### src/rtl/dual_uart_regbank_pkg.sv
package dual_uart_regbank_pkg;
  localparam int NUM_CH = 2;
  localparam int ADDR_W = 3;

  localparam logic [ADDR_W-1:0] ADDR_LOW  = 3'd0;
  localparam logic [ADDR_W-1:0] ADDR_HIGH = 3'd1;
  localparam logic [ADDR_W-1:0] ADDR_ALT  = 3'd2;
  localparam logic [ADDR_W-1:0] ADDR_LINE = 3'd3;
  localparam logic [ADDR_W-1:0] ADDR_MDM  = 3'd4;

  localparam logic [1:0] MF_OP2  = 2'b00;
  localparam logic [1:0] MF_BAUD = 2'b01;
  localparam logic [1:0] MF_RXRDY = 2'b10;

  typedef enum logic [3:0] {
    RD_NONE, RD_HOLD, RD_ENABLE, RD_AUX, RD_DIVLO, RD_DIVHI,
    RD_ALT, RD_LINE, RD_MDM
  } rdSelT;

  typedef struct packed {
    logic [NUM_CH-1:0] wrHold;
    logic [NUM_CH-1:0] wrEnable;
    logic [NUM_CH-1:0] wrAux;
    logic [NUM_CH-1:0] wrDivLo;
    logic [NUM_CH-1:0] wrDivHi;
    logic [NUM_CH-1:0] wrLine;
    logic [NUM_CH-1:0] wrMdm;
    logic              wrAlt;
    logic              rdStb;
    logic              rdCh;
    rdSelT             rdSel;
  } strobeT;
endpackage

### src/rtl/dual_uart_regbank_ctrl.sv
module dual_uart_regbank_ctrl
  import dual_uart_regbank_pkg::*;
(
  input  logic [ADDR_W-1:0] addr,
  input  logic              wrEn,
  input  logic              rdEn,
  input  logic              chSel,
  input  logic              concWr,
  input  logic [NUM_CH-1:0] dlab,
  output strobeT            strb
);
  always_comb begin
    strb = '0;
    for (int ch = 0; ch < NUM_CH; ch++) begin
      if (wrEn && (concWr || (chSel == 1'(ch)))) begin
        unique case (addr)
          ADDR_LOW:  if (dlab[ch]) strb.wrDivLo[ch] = 1'b1; else strb.wrHold[ch] = 1'b1;
          ADDR_HIGH: if (dlab[ch]) strb.wrDivHi[ch] = 1'b1; else strb.wrEnable[ch] = 1'b1;
          ADDR_ALT:  if (dlab[ch]) strb.wrAlt = 1'b1; else strb.wrAux[ch] = 1'b1;
          ADDR_LINE: strb.wrLine[ch] = 1'b1;
          ADDR_MDM:  strb.wrMdm[ch] = 1'b1;
          default:   ;
        endcase
      end
    end
    strb.rdStb = rdEn;
    strb.rdCh  = chSel;
    unique case (addr)
      ADDR_LOW:  strb.rdSel = dlab[chSel] ? RD_DIVLO : RD_HOLD;
      ADDR_HIGH: strb.rdSel = dlab[chSel] ? RD_DIVHI : RD_ENABLE;
      ADDR_ALT:  strb.rdSel = dlab[chSel] ? RD_ALT : RD_AUX;
      ADDR_LINE: strb.rdSel = RD_LINE;
      ADDR_MDM:  strb.rdSel = RD_MDM;
      default:   strb.rdSel = RD_NONE;
    endcase
  end
endmodule

### src/rtl/dual_uart_regbank_dp.sv
module dual_uart_regbank_dp
  import dual_uart_regbank_pkg::*;
#(
  parameter int DW = 8
) (
  input  logic                 clk,
  input  logic                 rstN,
  input  strobeT               strb,
  input  logic [DW-1:0]        wrData,
  input  logic [NUM_CH-1:0]    op2N,
  input  logic [NUM_CH-1:0]    baudOutN,
  input  logic [NUM_CH-1:0]    rxRdyN,
  output logic [DW-1:0]        rdData,
  output logic [NUM_CH-1:0]    mfOut,
  output logic [NUM_CH-1:0]    dtrN,
  output logic [NUM_CH-1:0]    rtsN,
  output logic [NUM_CH*DW-1:0] lineCtrl,
  output logic [NUM_CH*2*DW-1:0] divisor,
  output logic [NUM_CH*DW-1:0] holdReg,
  output logic [NUM_CH*DW-1:0] enableReg,
  output logic [NUM_CH*DW-1:0] auxReg,
  output logic                 concWr,
  output logic [1:0]           mfSel,
  output logic [NUM_CH-1:0]    dlab
);
  localparam int ALT_W = 3;

  logic [ALT_W-1:0] altQ;
  logic [DW-1:0] holdQ [NUM_CH];
  logic [DW-1:0] enQ   [NUM_CH];
  logic [DW-1:0] auxQ  [NUM_CH];
  logic [DW-1:0] dlQ   [NUM_CH];
  logic [DW-1:0] dhQ   [NUM_CH];
  logic [DW-1:0] lineQ [NUM_CH];
  logic [DW-1:0] mdmQ  [NUM_CH];
  logic [DW-1:0] rdMux;

  always_ff @(posedge clk or negedge rstN) begin
    if (!rstN)          altQ <= '0;
    else if (strb.wrAlt) altQ <= wrData[ALT_W-1:0];
  end

  assign concWr = altQ[0];
  assign mfSel  = altQ[2:1];

  for (genvar ch = 0; ch < NUM_CH; ch++) begin : g_ch
    always_ff @(posedge clk or negedge rstN) begin
      if (!rstN) begin
        holdQ[ch] <= '0; enQ[ch] <= '0; auxQ[ch] <= '0;
        dlQ[ch] <= '0; dhQ[ch] <= '0; lineQ[ch] <= '0; mdmQ[ch] <= '0;
      end else begin
        if (strb.wrHold[ch])   holdQ[ch] <= wrData;
        if (strb.wrEnable[ch]) enQ[ch]   <= wrData;
        if (strb.wrAux[ch])    auxQ[ch]  <= wrData;
        if (strb.wrDivLo[ch])  dlQ[ch]   <= wrData;
        if (strb.wrDivHi[ch])  dhQ[ch]   <= wrData;
        if (strb.wrLine[ch])   lineQ[ch] <= wrData;
        if (strb.wrMdm[ch])    mdmQ[ch]  <= wrData;
      end
    end

    always_comb begin
      unique case (mfSel)
        MF_OP2:   mfOut[ch] = op2N[ch];
        MF_BAUD:  mfOut[ch] = baudOutN[ch];
        MF_RXRDY: mfOut[ch] = rxRdyN[ch];
        default:  mfOut[ch] = 1'b1;
      endcase
    end

    assign dtrN[ch] = ~mdmQ[ch][0];
    assign rtsN[ch] = ~mdmQ[ch][1];
    assign dlab[ch] = lineQ[ch][DW-1];
    assign lineCtrl[ch*DW +: DW]   = lineQ[ch];
    assign holdReg[ch*DW +: DW]    = holdQ[ch];
    assign enableReg[ch*DW +: DW]  = enQ[ch];
    assign auxReg[ch*DW +: DW]     = auxQ[ch];
    assign divisor[ch*2*DW +: 2*DW] = {dhQ[ch], dlQ[ch]};
  end

  always_comb begin
    unique case (strb.rdSel)
      RD_HOLD:   rdMux = holdQ[strb.rdCh];
      RD_ENABLE: rdMux = enQ[strb.rdCh];
      RD_AUX:    rdMux = auxQ[strb.rdCh];
      RD_DIVLO:  rdMux = dlQ[strb.rdCh];
      RD_DIVHI:  rdMux = dhQ[strb.rdCh];
      RD_ALT:    rdMux = {{(DW-ALT_W){1'b0}}, altQ};
      RD_LINE:   rdMux = lineQ[strb.rdCh];
      RD_MDM:    rdMux = mdmQ[strb.rdCh];
      default:   rdMux = '0;
    endcase
  end

  always_ff @(posedge clk or negedge rstN) begin
    if (!rstN)           rdData <= '0;
    else if (strb.rdStb) rdData <= rdMux;
  end
endmodule

### src/rtl/dual_uart_regbank.sv
module dual_uart_regbank
  import dual_uart_regbank_pkg::*;
#(
  parameter int DW = 8
) (
  input  logic                  clk,
  input  logic                  rstN,
  input  logic                  chSel,
  input  logic [ADDR_W-1:0]     addr,
  input  logic                  wrEn,
  input  logic                  rdEn,
  input  logic [DW-1:0]         wrData,
  output logic [DW-1:0]         rdData,
  input  logic [NUM_CH-1:0]     op2N,
  input  logic [NUM_CH-1:0]     baudOutN,
  input  logic [NUM_CH-1:0]     rxRdyN,
  output logic [NUM_CH-1:0]     mfOut,
  output logic [NUM_CH-1:0]     dtrN,
  output logic [NUM_CH-1:0]     rtsN,
  output logic [NUM_CH*DW-1:0]  lineCtrl,
  output logic [NUM_CH*2*DW-1:0] divisor,
  output logic [NUM_CH*DW-1:0]  holdReg,
  output logic [NUM_CH*DW-1:0]  enableReg,
  output logic [NUM_CH*DW-1:0]  auxReg
);
  strobeT            strb;
  logic              concWr;
  logic [1:0]        mfSel;
  logic [NUM_CH-1:0] dlab;

  dual_uart_regbank_ctrl u_ctrl (
    .addr(addr), .wrEn(wrEn), .rdEn(rdEn), .chSel(chSel),
    .concWr(concWr), .dlab(dlab), .strb(strb)
  );

  dual_uart_regbank_dp #(.DW(DW)) u_dp (
    .clk(clk), .rstN(rstN), .strb(strb), .wrData(wrData),
    .op2N(op2N), .baudOutN(baudOutN), .rxRdyN(rxRdyN),
    .rdData(rdData), .mfOut(mfOut), .dtrN(dtrN), .rtsN(rtsN),
    .lineCtrl(lineCtrl), .divisor(divisor), .holdReg(holdReg),
    .enableReg(enableReg), .auxReg(auxReg),
    .concWr(concWr), .mfSel(mfSel), .dlab(dlab)
  );
endmodule

### config.mk
export PLATFORM = sky130hd
export DESIGN_NAME = dual_uart_regbank
export DESIGN_NICKNAME = d
export VERILOG_FILES = /design/src/rtl/dual_uart_regbank_pkg.sv /design/src/rtl/dual_uart_regbank_ctrl.sv /design/src/rtl/dual_uart_regbank_dp.sv /design/src/rtl/dual_uart_regbank.sv
export SDC_FILE = /design/constraint.sdc
export NUM_CORES = 1
export LEC_CHECK = 0
export ABC_AREA = 1
export BUFFER_PORTS_ARGS = -buffer_cell sky130_fd_sc_hd__buf_4
export CAP_MARGIN = 20
export CORE_MARGIN = 5
export CORE_UTILIZATION = 59
export DETAILED_ROUTE_END_ITERATION = 8
export PLACE_DENSITY = 0.84
export SYNTH_ARGS = -nofsm -noshare
export SYNTH_HDL_FRONTEND = slang
export SYNTH_SLANG_ARGS = --single-unit
### constraint.sdc
create_clock -name clk -period 3.8 [get_ports clk]
set_input_delay 0.57 -clock clk [delete_from_list [all_inputs] [get_ports clk]]
set_output_delay 0.57 -clock clk [all_outputs]
set_load 0.05 [all_outputs]
Yosys cells after proc, flatten, opt, wreduce, memory -nomap -nowiden --
Index checks and enable logic that the tools add are counted.
Operators by class: $add $sub $neg 0, $mul 0, div/mod/pow operators 0, magnitude comparators 2, equality and inequality tests 14, shift-type cells 0, muxes and demuxes 64, bitwise logic cells 6, reduce and logical (&&, ||, !) cells 6
Operators with widths (number):
- two-way mux 8 bit | 21
- case mux 8 bit (8 select lines) | 1
- two-way mux 1 bit | 35
- case mux 4 bit (5 select lines) | 1
- == test 4 x 3 -> 1 bit, second input constant | 4
- two-way mux 3 bit | 3
- == test 4 x 2 -> 1 bit, second input constant | 2
- == test 3 x 2 -> 1 bit, second input constant | 2
- case mux 1 bit (3 select lines) | 2
- NOT 1 bit | 5
- == test 4 x 1 -> 1 bit, second input constant | 1
- == test 4 bit, second input constant | 1
- == test 3 x 1 -> 1 bit, second input constant | 1
- == test 3 bit, second input constant | 1
- logical NOT 3 bit | 1
- == test 2 x 1 -> 1 bit, second input constant | 1
- == test 2 bit, second input constant | 1
- >= comparator 2 bit, second input constant | 1
- logical AND 1 bit | 2
- logical NOT 2 bit | 1
- logical OR 1 bit | 2
- less-than comparator 1 x 2 -> 1 bit, second input constant | 1
- two-way mux 2 bit | 1
- NOT 1 -> 2 bit | 1
Word-level totals: flip-flop bits (word level) 123, latch bits 0, memory bits (writable) 0, ROM bits 0, input bits 22, logic and storage cells 108, memories kept 0

Depth between registers and ports, before layout --
Gate-level depths: netlist of the first run.
depth in word-level cells 7, depth in mapped cells 11, depth with buffers taken out 10

Modules after synthesis --
A second synthesis of the first run with hierarchy kept.
Second synthesis, totals: cell total of the unflattened synthesis 712, area, all modules 6030.8 sq um
By module, submodules not included:
- dual_uart_regbank_dp | times used 1, cells an instance 660, area an instance 5774.3 sq um, seq. area each 3078.0 sq um
- dual_uart_regbank_ctrl | times used 1, cells an instance 52, area an instance 256.5 sq um, seq. area each 0.0 sq um

Worst setup path before layout of the first run --
Ideal clock, no wire load.
path kind input to output, from input port baudOutN[0], to output port mfOut[0], arrival 1.711 ns, slack 1.519 ns, stages 2, path buffers 0, cell sequence a21oi_1 o21ai_0
Between the ends: cells in the longest elaborated chain, start to end 1
RTL lines:
- start, declared | RTL line dual_uart_regbank.sv:15 | input logic [NUM_CH-1:0] baudOutN,
- case mux 1 bit (3 select lines) | RTL line dual_uart_regbank_dp.sv:63 | unique case (mfSel)
- end, declared | RTL line dual_uart_regbank.sv:17 | output logic [NUM_CH-1:0] mfOut,
Every way passes these cells.

Final worst setup path of the first run --
from register u_dp.altQ[1], to output port mfOut[0]
Between the ends: cells in the longest elaborated chain, start to end 2, elaborated cells between the ends (all ways) 4, classes of those cells eq/ne: 2; mux: 1; reduce/logical: 1
RTL lines:
- start, declared | RTL line dual_uart_regbank_dp.sv:28 | logic [ALT_W-1:0] altQ;
- start signal, assigned | RTL line dual_uart_regbank_dp.sv:40 | else if (strb.wrAlt) altQ <= wrData[ALT_W-1:0];
- == test 2 bit, or another cell as far along | RTL line dual_uart_regbank_dp.sv:63
- case mux 1 bit (3 select lines) * | RTL line dual_uart_regbank_dp.sv:63
Every way passes the cells marked *; elsewhere a longest branch is shown, timed or not.

==> impl_metrics.json, run 1 <==
{
  "r2r_start": "u_dp.dlab[1]",
  "rsz0062_at_grt": "false",
  "dieHeight_um": 110,
  "cts_tree": "built",
  "mostFrequentLayoutCells": "291 x nand2_1, 133 x buf_4, 123 x dfrtp_1, 84 x nor2_1, 61 x a21oi_1",
  "multi_input_area_um2": 2520,
  "clk_latency_ps": 510,
  "tightest_slew_ps": 785,
  "io_buffers": 131,
  "cts_buffers": 17,
  "fillers": 708,
  "cp-start-kind": "flip-flop",
  "period_needed_ps": 2040,
  "firstDrtPassIters": 5,
  "grt_pass1_vias": 5413,
  "dr_total_vias": 5722,
  "slew_headroom_pct": 47.3,
  "place.gp.congestion": 0.941,
  "ys_seq_area_share_pct": 52.1,
  "register_area_um2": 3080,
  "post-cts-setup-buffer-count": 0,
  "start_util_pct": 60.5,
  "die_w_um": 110,
  "layout-drive-gt1-share_pct": 21.7,
  "slowest_delay_ps": 480,
  "wl_per_cell_um": 17.9,
  "cts_max_path_buffers": 2,
  "path_cells": "a21oi_1 -> o21ai_0 -> buf_4",
  "grt_antenna_before_repair": 0,
  "grtUsageTotal_pct": 31.3,
  "fin_crit_sh_pct": 53.7,
  "p_leak_nw": 3.93,
  "yosysTopAreaCell": "dfrtp_1",
  "cp_num_buf_inv": 1,
  "yosys_register_bits": 123,
  "num-nets-final": 893,
  "outcome": "complete, no violations",
  "synth_cell_types": 26,
  "root_buffer": "clkbuf_8",
  "slowest_stage": "dfrtp_1",
  "postSynthAreaPerCell_um2": 7.80,
  "die_area_um2": 12100,
  "detail-route-antenna-nets": 0,
  "cts_resized": 0,
  "core.rowCount": 36,
  "final_util_pct": 76.5,
  "r2r_end": "u_dp.rdData[0]",
  "critPathKind": "flip-flop to primary output",
  "hpwl_um": 12200,
  "ys_warn_count": 0,
  "finalSetupViolCount": 0,
  "synthTopCellsByArea": "dfrtp_1 52%, nand2_1 18%, nor2_1 5.3%, a21oi_1 5.2%, o21ai_0 3.9%",
  "crit_arrival_ps": 1470,
  "fin_tns_setup_ps": 0,
  "syn_inst": 758,
  "postCtsHoldBufs": 0,
  "max-vdd-ir-drop_v": 0.000746,
  "gr-total-overflow": 0,
  "min_path_type": "input port to asynchronous set/reset pin",
  "dpl-instance-area_um2": 6900,
  "powerDensity_nw_per_um2": 955,
  "cpLargestDelayFamily": "flip-flops",
  "end_kind": "primary output",
  "grt_first_pass_wirelength_um": 28400,
  "finalHoldViolCount": 0,
  "cp.required_ps": 3230,
  "fmax_ghz": 0.490,
  "drc": 0,
  "syn2layout_area_growth_pct": 26.4,
  "drv_cap": 0,
  "r2r_slack_ps": 1830,
  "synth.top_cell.area_share_pct": 52.1,
  "finalClockSkew_ps": 4.67,
  "grt_max_degree": 124,
  "diodes": 0,
  "syn-num-nets": 780,
  "ios": 132,
  "core_um2": 9770,
  "cts_max_level": 4,
  "final_max_slew_viol_count": 0,
  "synth_area_um2": 5910,
  "clock_sinks": 123,
  "fin_area_um2": 7480,
  "wirelength_um": 18200,
  "r2r_cells": 9,
  "viasPerCell": 5.64,
  "path_max_fanout": 6,
  "clk_pin_slew_worst_paths_ps": 60,
  "mostFrequentLayoutCell": "nand2_1",
  "drtIter0Drc": 545
}
[sequential cells by signal (all words and copies together) (netlist names)]
| signal | count |
|---|---|
| u_dp.altQ | 3 |
| u_dp.auxReg | 16 |
| u_dp.divisor | 32 |
| u_dp.dlab | 2 |
| u_dp.enableReg | 16 |
| u_dp.holdReg | 16 |
| u_dp.lineCtrl | 14 |
| u_dp.mdmQ | 16 |
| u_dp.rdData | 8 |
[cells in the mapped netlist]
master	n
nand3_2	3
inv_1	26
inv_2	3
clkinv_2	1
nand3_1	35
a21boi_0	3
dfrtp_1	123
buf_2	14
a21oi_2	1
a21oi_1	61
o21ai_0	46
nor2_1	84
nand4_1	2
o21ai_1	19
nor2_8	2
clkbuf_1	18
nand2_4	3
nor4_4	1
o21ai_4	1
buf_4	7
buf_6	1
nor3_4	3
nand2_2	3
nor2_2	5
nor2_4	2
nand2_1	291
[worst reg2reg max path: cells and delay by family (launching register included)]
kind,cells,cell delay [ps]
buffers and inverters,1,200
DFF,1,590
and+or+nand+nor,8,1070
[layer usage]
metal / part of all wire (%) / vias up / global-route usage [%]
met3: 11 / 39 / 9.26
li1: - / 2643 / -
met4: 2.6 / 0 / 12.0
met5: 0 / - / 0
met1: 40 / 2690 / 42.2
met2: 47 / 350 / 48.0
[metrics by stage]
step	std cells	setup WS (ps)	power [mW]	hold WS, ps
after floorplan	758	1520	4.42	274
after global placement	985	1470	5.48	465
after detailed placement	985	1400	5.54	473
after CTS	1015	1770	7.13	187
after global routing	1015	1630	7.47	197
final	1015	1760	7.14	111
[area by class of cell]
cell class	count	area share, %
inverters	30	1.52
flip-flops and latches	123	41.2
multi-input cells	565	33.7
well taps	133	2.23
clock inverters	9	1.61
repair buffers	134	13.6
clock buffers	21	6.14
[how the worst max path moves through the flow]
stage                      start        endpoint  slack, ps  depth (start not counted)
CTS                 u_dp.altQ[1]        mfOut[0]       1770                          3
floorplan            baudOutN[0]        mfOut[0]       1520                          2
finish              u_dp.altQ[1]        mfOut[0]       1760                          3
global route               chSel  u_dp.rdData[5]       1630                         11
global placement           chSel  u_dp.rdData[3]       1470                         11
detailed placement         chSel  u_dp.rdData[5]       1400                         11
[kinds of logic (layout without fill, tap and decap cells)]
logic type / count (synthesis) / in the layout / share of synthesized area (%)
buf+inv: 70 / 194 / 5.33
compound gates: 131 / 131 / 11.5
flops: 123 / 123 / 52.1
simple gates: 434 / 434 / 31.1
[power by group]
group          total (mW)  switching (mW)  internal, mW
clock network        1.58           0.544          1.04
registers            2.24           0.449          1.79
logic                3.32            2.40         0.920
total                7.14            3.39          3.75
No activity file was read; power rests on OpenSTA's default activity.
==> inputs of run 2 (changes only) <==
--- a/config.mk
+++ b/config.mk
@@ -9,9 +9,9 @@
 export BUFFER_PORTS_ARGS = -buffer_cell sky130_fd_sc_hd__buf_4
 export CAP_MARGIN = 20
 export CORE_MARGIN = 5
-export CORE_UTILIZATION = 59
+export CORE_UTILIZATION = 54
 export DETAILED_ROUTE_END_ITERATION = 8
-export PLACE_DENSITY = 0.84
+export PLACE_DENSITY = 0.78
 export SYNTH_ARGS = -nofsm -noshare
 export SYNTH_HDL_FRONTEND = slang
 export SYNTH_SLANG_ARGS = --single-unit
==> constraint.sdc (replaced) <==
create_clock -name clk -period 1.99 [get_ports clk]
set_input_delay 0.2985 -clock clk [delete_from_list [all_inputs] [get_ports clk]]
set_output_delay 0.2985 -clock clk [all_outputs]
set_load 0.05 [all_outputs]
==> run 2 against run 1 <==
First-iteration DRC count up 1.7%. Power up 90%. Clock skew up 2.4 ps. Non-clock buffer count up 22. Design area up 2.0%. Final cell count up 3.0%.
==> impl_metrics.json, run 2 (same netlist as run 1, synthesis figures left out) <==
{
  "power_switching_mw": 6.52,
  "p_leak_nw": 4.00,
  "mostFrequentLayoutCell": "nand2_1",
  "hold_path_end": "u_dp.divisor[7]",
  "cts_resized": 0,
  "fin_area_um2": 7630,
  "diodes": 0,
  "highest_layer": "met4",
  "drv_cap": 0,
  "clock_sinks": 123,
  "io_buffers": 131,
  "drc": 0,
  "powerDensity_nw_per_um2": 1780,
  "cts_buffers": 17,
  "finalClockSkew_ps": 7.05,
  "grt_pass1_vias": 5750,
  "num-nets-final": 915,
  "path_max_fanout": 6,
  "crit_arrival_ps": 1450,
  "r2r_slack_ps": 330,
  "dr_total_vias": 5753,
  "viasPerCell": 5.51,
  "comb_power_share_pct": 47.0,
  "wl_met3_um": 1650,
  "switching_share_pct": 48.1,
  "syn2layout_area_growth_pct": 29.0,
  "dieHeight_um": 115,
  "cp-start-kind": "flip-flop",
  "met1_length_um": 7550,
  "gr-total-overflow": 0,
  "post-cts-setup-buffer-count": 0,
  "start_util_pct": 54.8,
  "grtUsageTotal_pct": 29.6,
  "cts_tree": "built",
  "tightest_slew_ps": 763,
  "multi_input_area_um2": 2520,
  "clk_pin_slew_worst_paths_ps": 60,
  "postCtsHoldBufs": 5,
  "place.gp.congestion": 0.957,
  "core.rowCount": 38,
  "p_int_mw": 7.03,
  "firstDrtPassIters": 5,
  "cts_max_level": 4,
  "layout-drive-gt1-share_pct": 22.5,
  "min_from": "wrData[7]",
  "clockPowerShare_pct": 21.4,
  "fmax_ghz": 0.571,
  "fin_tns_setup_ps": 0,
  "clk_latency_ps": 520,
  "rsz0062_at_grt": "false",
  "hpwl_um": 12700,
  "grt_first_pass_wirelength_um": 29900,
  "min_path_type": "input port to flip-flop",
  "finalSetupViolCount": 0,
  "detail-route-antenna-nets": 0,
  "grt_antenna_before_repair": 0,
  "ios": 132,
  "die_w_um": 115,
  "r2r_start": "u_dp.dlab[1]",
  "cts_max_path_buffers": 2,
  "cp.required_ps": 1690,
  "period_needed_ps": 1750,
  "wl_met2_um": 8890,
  "finalHoldViolCount": 0,
  "drtIter0Drc": 554,
  "r2r_cells": 10,
  "fillers": 826,
  "dpl-instance-area_um2": 7030,
  "outcome": "complete, no violations",
  "core_um2": 10800,
  "wirelength_um": 18400,
  "end_kind": "primary output",
  "largest_register_ffs": 32,
  "register_area_um2": 3080,
  "grt_max_degree": 124,
  "root_buffer": "clkbuf_8",
  "critPathKind": "flip-flop to primary output",
  "die_area_um2": 13100,
  "r2r_end": "u_dp.rdData[5]",
  "final_max_slew_viol_count": 0,
  "slew_headroom_pct": 49.2,
  "max-vdd-ir-drop_v": 0.00117,
  "fin_crit_sh_pct": 88.1,
  "crit_start": "u_dp.altQ[1]",
  "p_seq_share_pct": 31.6,
  "holdPathStages": 3,
  "hold_slack_ps": 56.7,
  "mostFrequentLayoutCells": "291 x nand2_1, 150 x buf_4, 123 x dfrtp_1, 84 x nor2_1, 61 x a21oi_1",
  "wl_per_cell_um": 17.6
}
[run 2: power by group through the flow]
stage / Combinational, mW / Sequential [mW] / Clock [mW]
2_1_floorplan: 1.58 / 6.87 / 0
3_3_place_gp: 6.27 / 4.26 / 0
3_5_place_dp: 6.36 / 4.28 / 0
4_1_cts: 6.40 / 4.26 / 2.90
5_1_grt: 6.76 / 4.39 / 3.03
6_report: 6.37 / 4.29 / 2.90
[run 2: worst max-delay path, stage by stage (launching register included)]
cell	delay (ps)
dfrtp_1	470
a21oi_1	90
o21ai_0	150
buf_4	220
[run 2: layout make-up]
| type | instances | area share, % |
|---|---|---|
| tap | 140 | 2.30 |
| sequential | 123 | 40.4 |
| clock buffer | 24 | 5.91 |
| multi-input combinational | 565 | 33.0 |
| timing repair buffer | 156 | 15.7 |
| clock inverter | 7 | 1.21 |
| inverter | 30 | 1.49 |
[run 2: routing by layer]
metal,track usage [%],vias to the layer above
met5,0,-
met3,6.98,30
li1,-,2691
met4,10.6,0
met2,47.7,297
met1,39.3,2735
[run 2: worst max path at each step]
| stage | to | slack (ps) |
|---|---|---|
| 5_1_grt | mfOut[1] | 120 |
| 4_1_cts | mfOut[0] | 230 |
| 3_3_place_gp | u_dp.rdData[5] | 320 |
| 6_report | mfOut[0] | 240 |
| 2_1_floorplan | mfOut[0] | 140 |
| 3_5_place_dp | u_dp.rdData[5] | 270 |
[run 2: metrics by stage]
step	setup slack (ps)	utilization, %	std cells	total power, mW
after floorplan	140	-	758	8.45
after global placement	321	65.2	1009	10.5
after detailed placement	270	65.2	1009	10.6
after CTS	225	70.7	1045	13.6
after global routing	122	70.7	1045	14.2
final	238	70.7	1045	13.6
==> inputs of run 3 (changes only) <==
--- a/config.mk
+++ b/config.mk
@@ -12,6 +12,7 @@
 export CORE_UTILIZATION = 54
 export DETAILED_ROUTE_END_ITERATION = 8
 export PLACE_DENSITY = 0.78
+export RECOVER_POWER = 100
 export SYNTH_ARGS = -nofsm -noshare
 export SYNTH_HDL_FRONTEND = slang
 export SYNTH_SLANG_ARGS = --single-unit
==> run 3 against run 2 <==
Flip-flop and latch count stayed put. Sequential power hardly changed. Clock skew is 1.3 ps higher. Sequential share of layout area is 2.8 points higher. Maximum frequency is 1.6% lower. Combinational power is 12% lower. Worst setup slack worse by 29 ps. Design area is 6.4% lower. Via count is 0.70% higher.
==> impl_metrics.json, run 3 (same netlist as run 1, synthesis figures left out) <==
{
  "outcome": "complete, no violations",
  "start_util_pct": 54.8,
  "min_from": "wrData[7]",
  "place_inst": 1009,
  "fin_crit_sh_pct": 89.5,
  "ios": 132,
  "p_leak_nw": 3.57,
  "r2r_start": "u_dp.dlab[1]",
  "final_max_slew_viol_count": 0,
  "syn2layout_area_growth_pct": 20.7,
  "layout-drive-gt1-share_pct": 9.28,
  "slowest_stage": "clkbuf_1",
  "cp_num_buf_inv": 1,
  "root_buffer": "clkbuf_8",
  "finalHoldViolCount": 0,
  "wirelength_um": 18300,
  "grt_antenna_before_repair": 0,
  "fin_area_um2": 7130,
  "max-vdd-ir-drop_v": 0.00109,
  "slew_headroom_pct": 23.0,
  "critPathKind": "flip-flop to primary output",
  "cp.required_ps": 1690,
  "final_cells": 1045,
  "dr_total_vias": 5793,
  "detail-route-antenna-nets": 0,
  "clk_pin_slew_worst_paths_ps": 60,
  "firstDrtPassIters": 5,
  "grt_max_degree": 124,
  "period_needed_ps": 1780,
  "core_um2": 10800,
  "die_area_um2": 13100,
  "mostFrequentLayoutCell": "nand2_1",
  "register_area_um2": 3080,
  "num-nets-final": 915,
  "grt_first_pass_wirelength_um": 29900,
  "wl_per_cell_um": 17.5,
  "powerDensity_nw_per_um2": 1790,
  "cts_tree": "built",
  "fin_tns_setup_ps": 0,
  "cts_max_path_buffers": 2,
  "core.rowCount": 38,
  "slowest_delay_ps": 500,
  "drv_cap": 0,
  "die_w_um": 115,
  "crit_arrival_ps": 1480,
  "path_cells": "clkbuf_1",
  "gr-total-overflow": 0,
  "finalSetupViolCount": 0,
  "clock_sinks": 123,
  "rsz0062_at_grt": "false",
  "multi_input_area_um2": 2470,
  "clk_latency_ps": 520,
  "final_util_pct": 66.1,
  "fillers": 977,
  "grtUsageTotal_pct": 29.6,
  "cpLargestDelayFamily": "buffers and inverters",
  "grt_pass1_vias": 5750,
  "hpwl_um": 12700,
  "dpl-instance-area_um2": 7030,
  "tightest_slew_ps": 1150,
  "fmax_ghz": 0.561,
  "mostFrequentLayoutCells": "294 x nand2_1, 123 x dfrtp_1, 117 x clkbuf_1, 86 x nor2_1, 62 x o21ai_0",
  "drtIter0Drc": 574,
  "crit_start": "u_dp.dlab[1]",
  "diodes": 0,
  "min_path_type": "input port to flip-flop",
  "path_max_fanout": 6,
  "cts_buffers": 17,
  "largest_register_ffs": 32,
  "end_kind": "primary output",
  "place.gp.congestion": 0.957,
  "io_buffers": 131,
  "drc": 0,
  "dieHeight_um": 115,
  "cp-start-kind": "flip-flop",
  "viasPerCell": 5.54,
  "cts_max_level": 4,
  "finalClockSkew_ps": 8.39,
  "r2r_slack_ps": 220
}
[run 3: cell types whose count changed in the layout (fill, tap and decap cells not counted), sizes merged]
cell,previous run,this run
clkbuf,24,141
buf,151,34
[run 3: layout make-up]
| class | count | share of cell area (%) |
|---|---|---|
| Tap cell | 140 | 2.46 |
| Clock inverter | 7 | 1.30 |
| Clock buffer | 24 | 6.31 |
| Inverter | 30 | 1.60 |
| Sequential cell | 123 | 43.1 |
| Multi-Input combinational cell | 565 | 34.6 |
| Timing Repair Buffer | 156 | 10.6 |
[run 3: stage by stage]
stage                     hold slack (ps)  power (mW)  setup slack, ps
after floorplan                      2.91        8.45              140
after global placement                446        10.5              321
after detailed placement              452        10.6              270
after CTS                            29.7        13.6              225
after global routing                 59.7        13.4             61.7
final                                53.8        12.8              208
[run 3: final timing paths]
check | endpoint | cells past startpoint
setup / recovery | lineCtrl[15] | 1
hold / removal | u_dp.divisor[7] | 3
setup reg to reg | u_dp.auxReg[11] | 5
hold reg to reg | u_dp.rdData[3] | 2
max in group asynchronous | u_dp.divisor[18] | 3
min in group asynchronous | u_dp.lineCtrl[4] | 3
[run 3: report_power, final]
group | leakage (nW) | switching [mW] | internal [mW] | total [mW]
Combinational | 1.80 | 4.54 | 1.07 | 5.61
Sequential | 1.51 | 0.836 | 3.42 | 4.26
Clock | 0.255 | 1.09 | 1.80 | 2.89
Total | 3.57 | 6.47 | 6.29 | 12.8
[run 3: timing repair]
action,in CTS,in global routing
resized for setup,0,0
endpoints found under the setup margin,0,0
hold buffers,5,0
setup buffers,0,0
endpoints found under the hold margin,127,0
[run 3: worst min-delay path, delay by kind of cell]
family	cells	cell delay (ps)
buf+inv	1	120
compound gates	1	60
simple gates	1	60
[run 3: routing by layer]
metal / part of all wire, % / wire length, um / global-route usage [%] / vias up
met1: 40 / 7390 / 39.3 / 2780
met4: 2.1 / 392 / 10.6 / 0
li1: - / - / - / 2681
met3: 8.7 / 1600 / 6.98 / 33
met5: 0 / 0 / 0 / -
met2: 49 / 8940 / 47.7 / 299
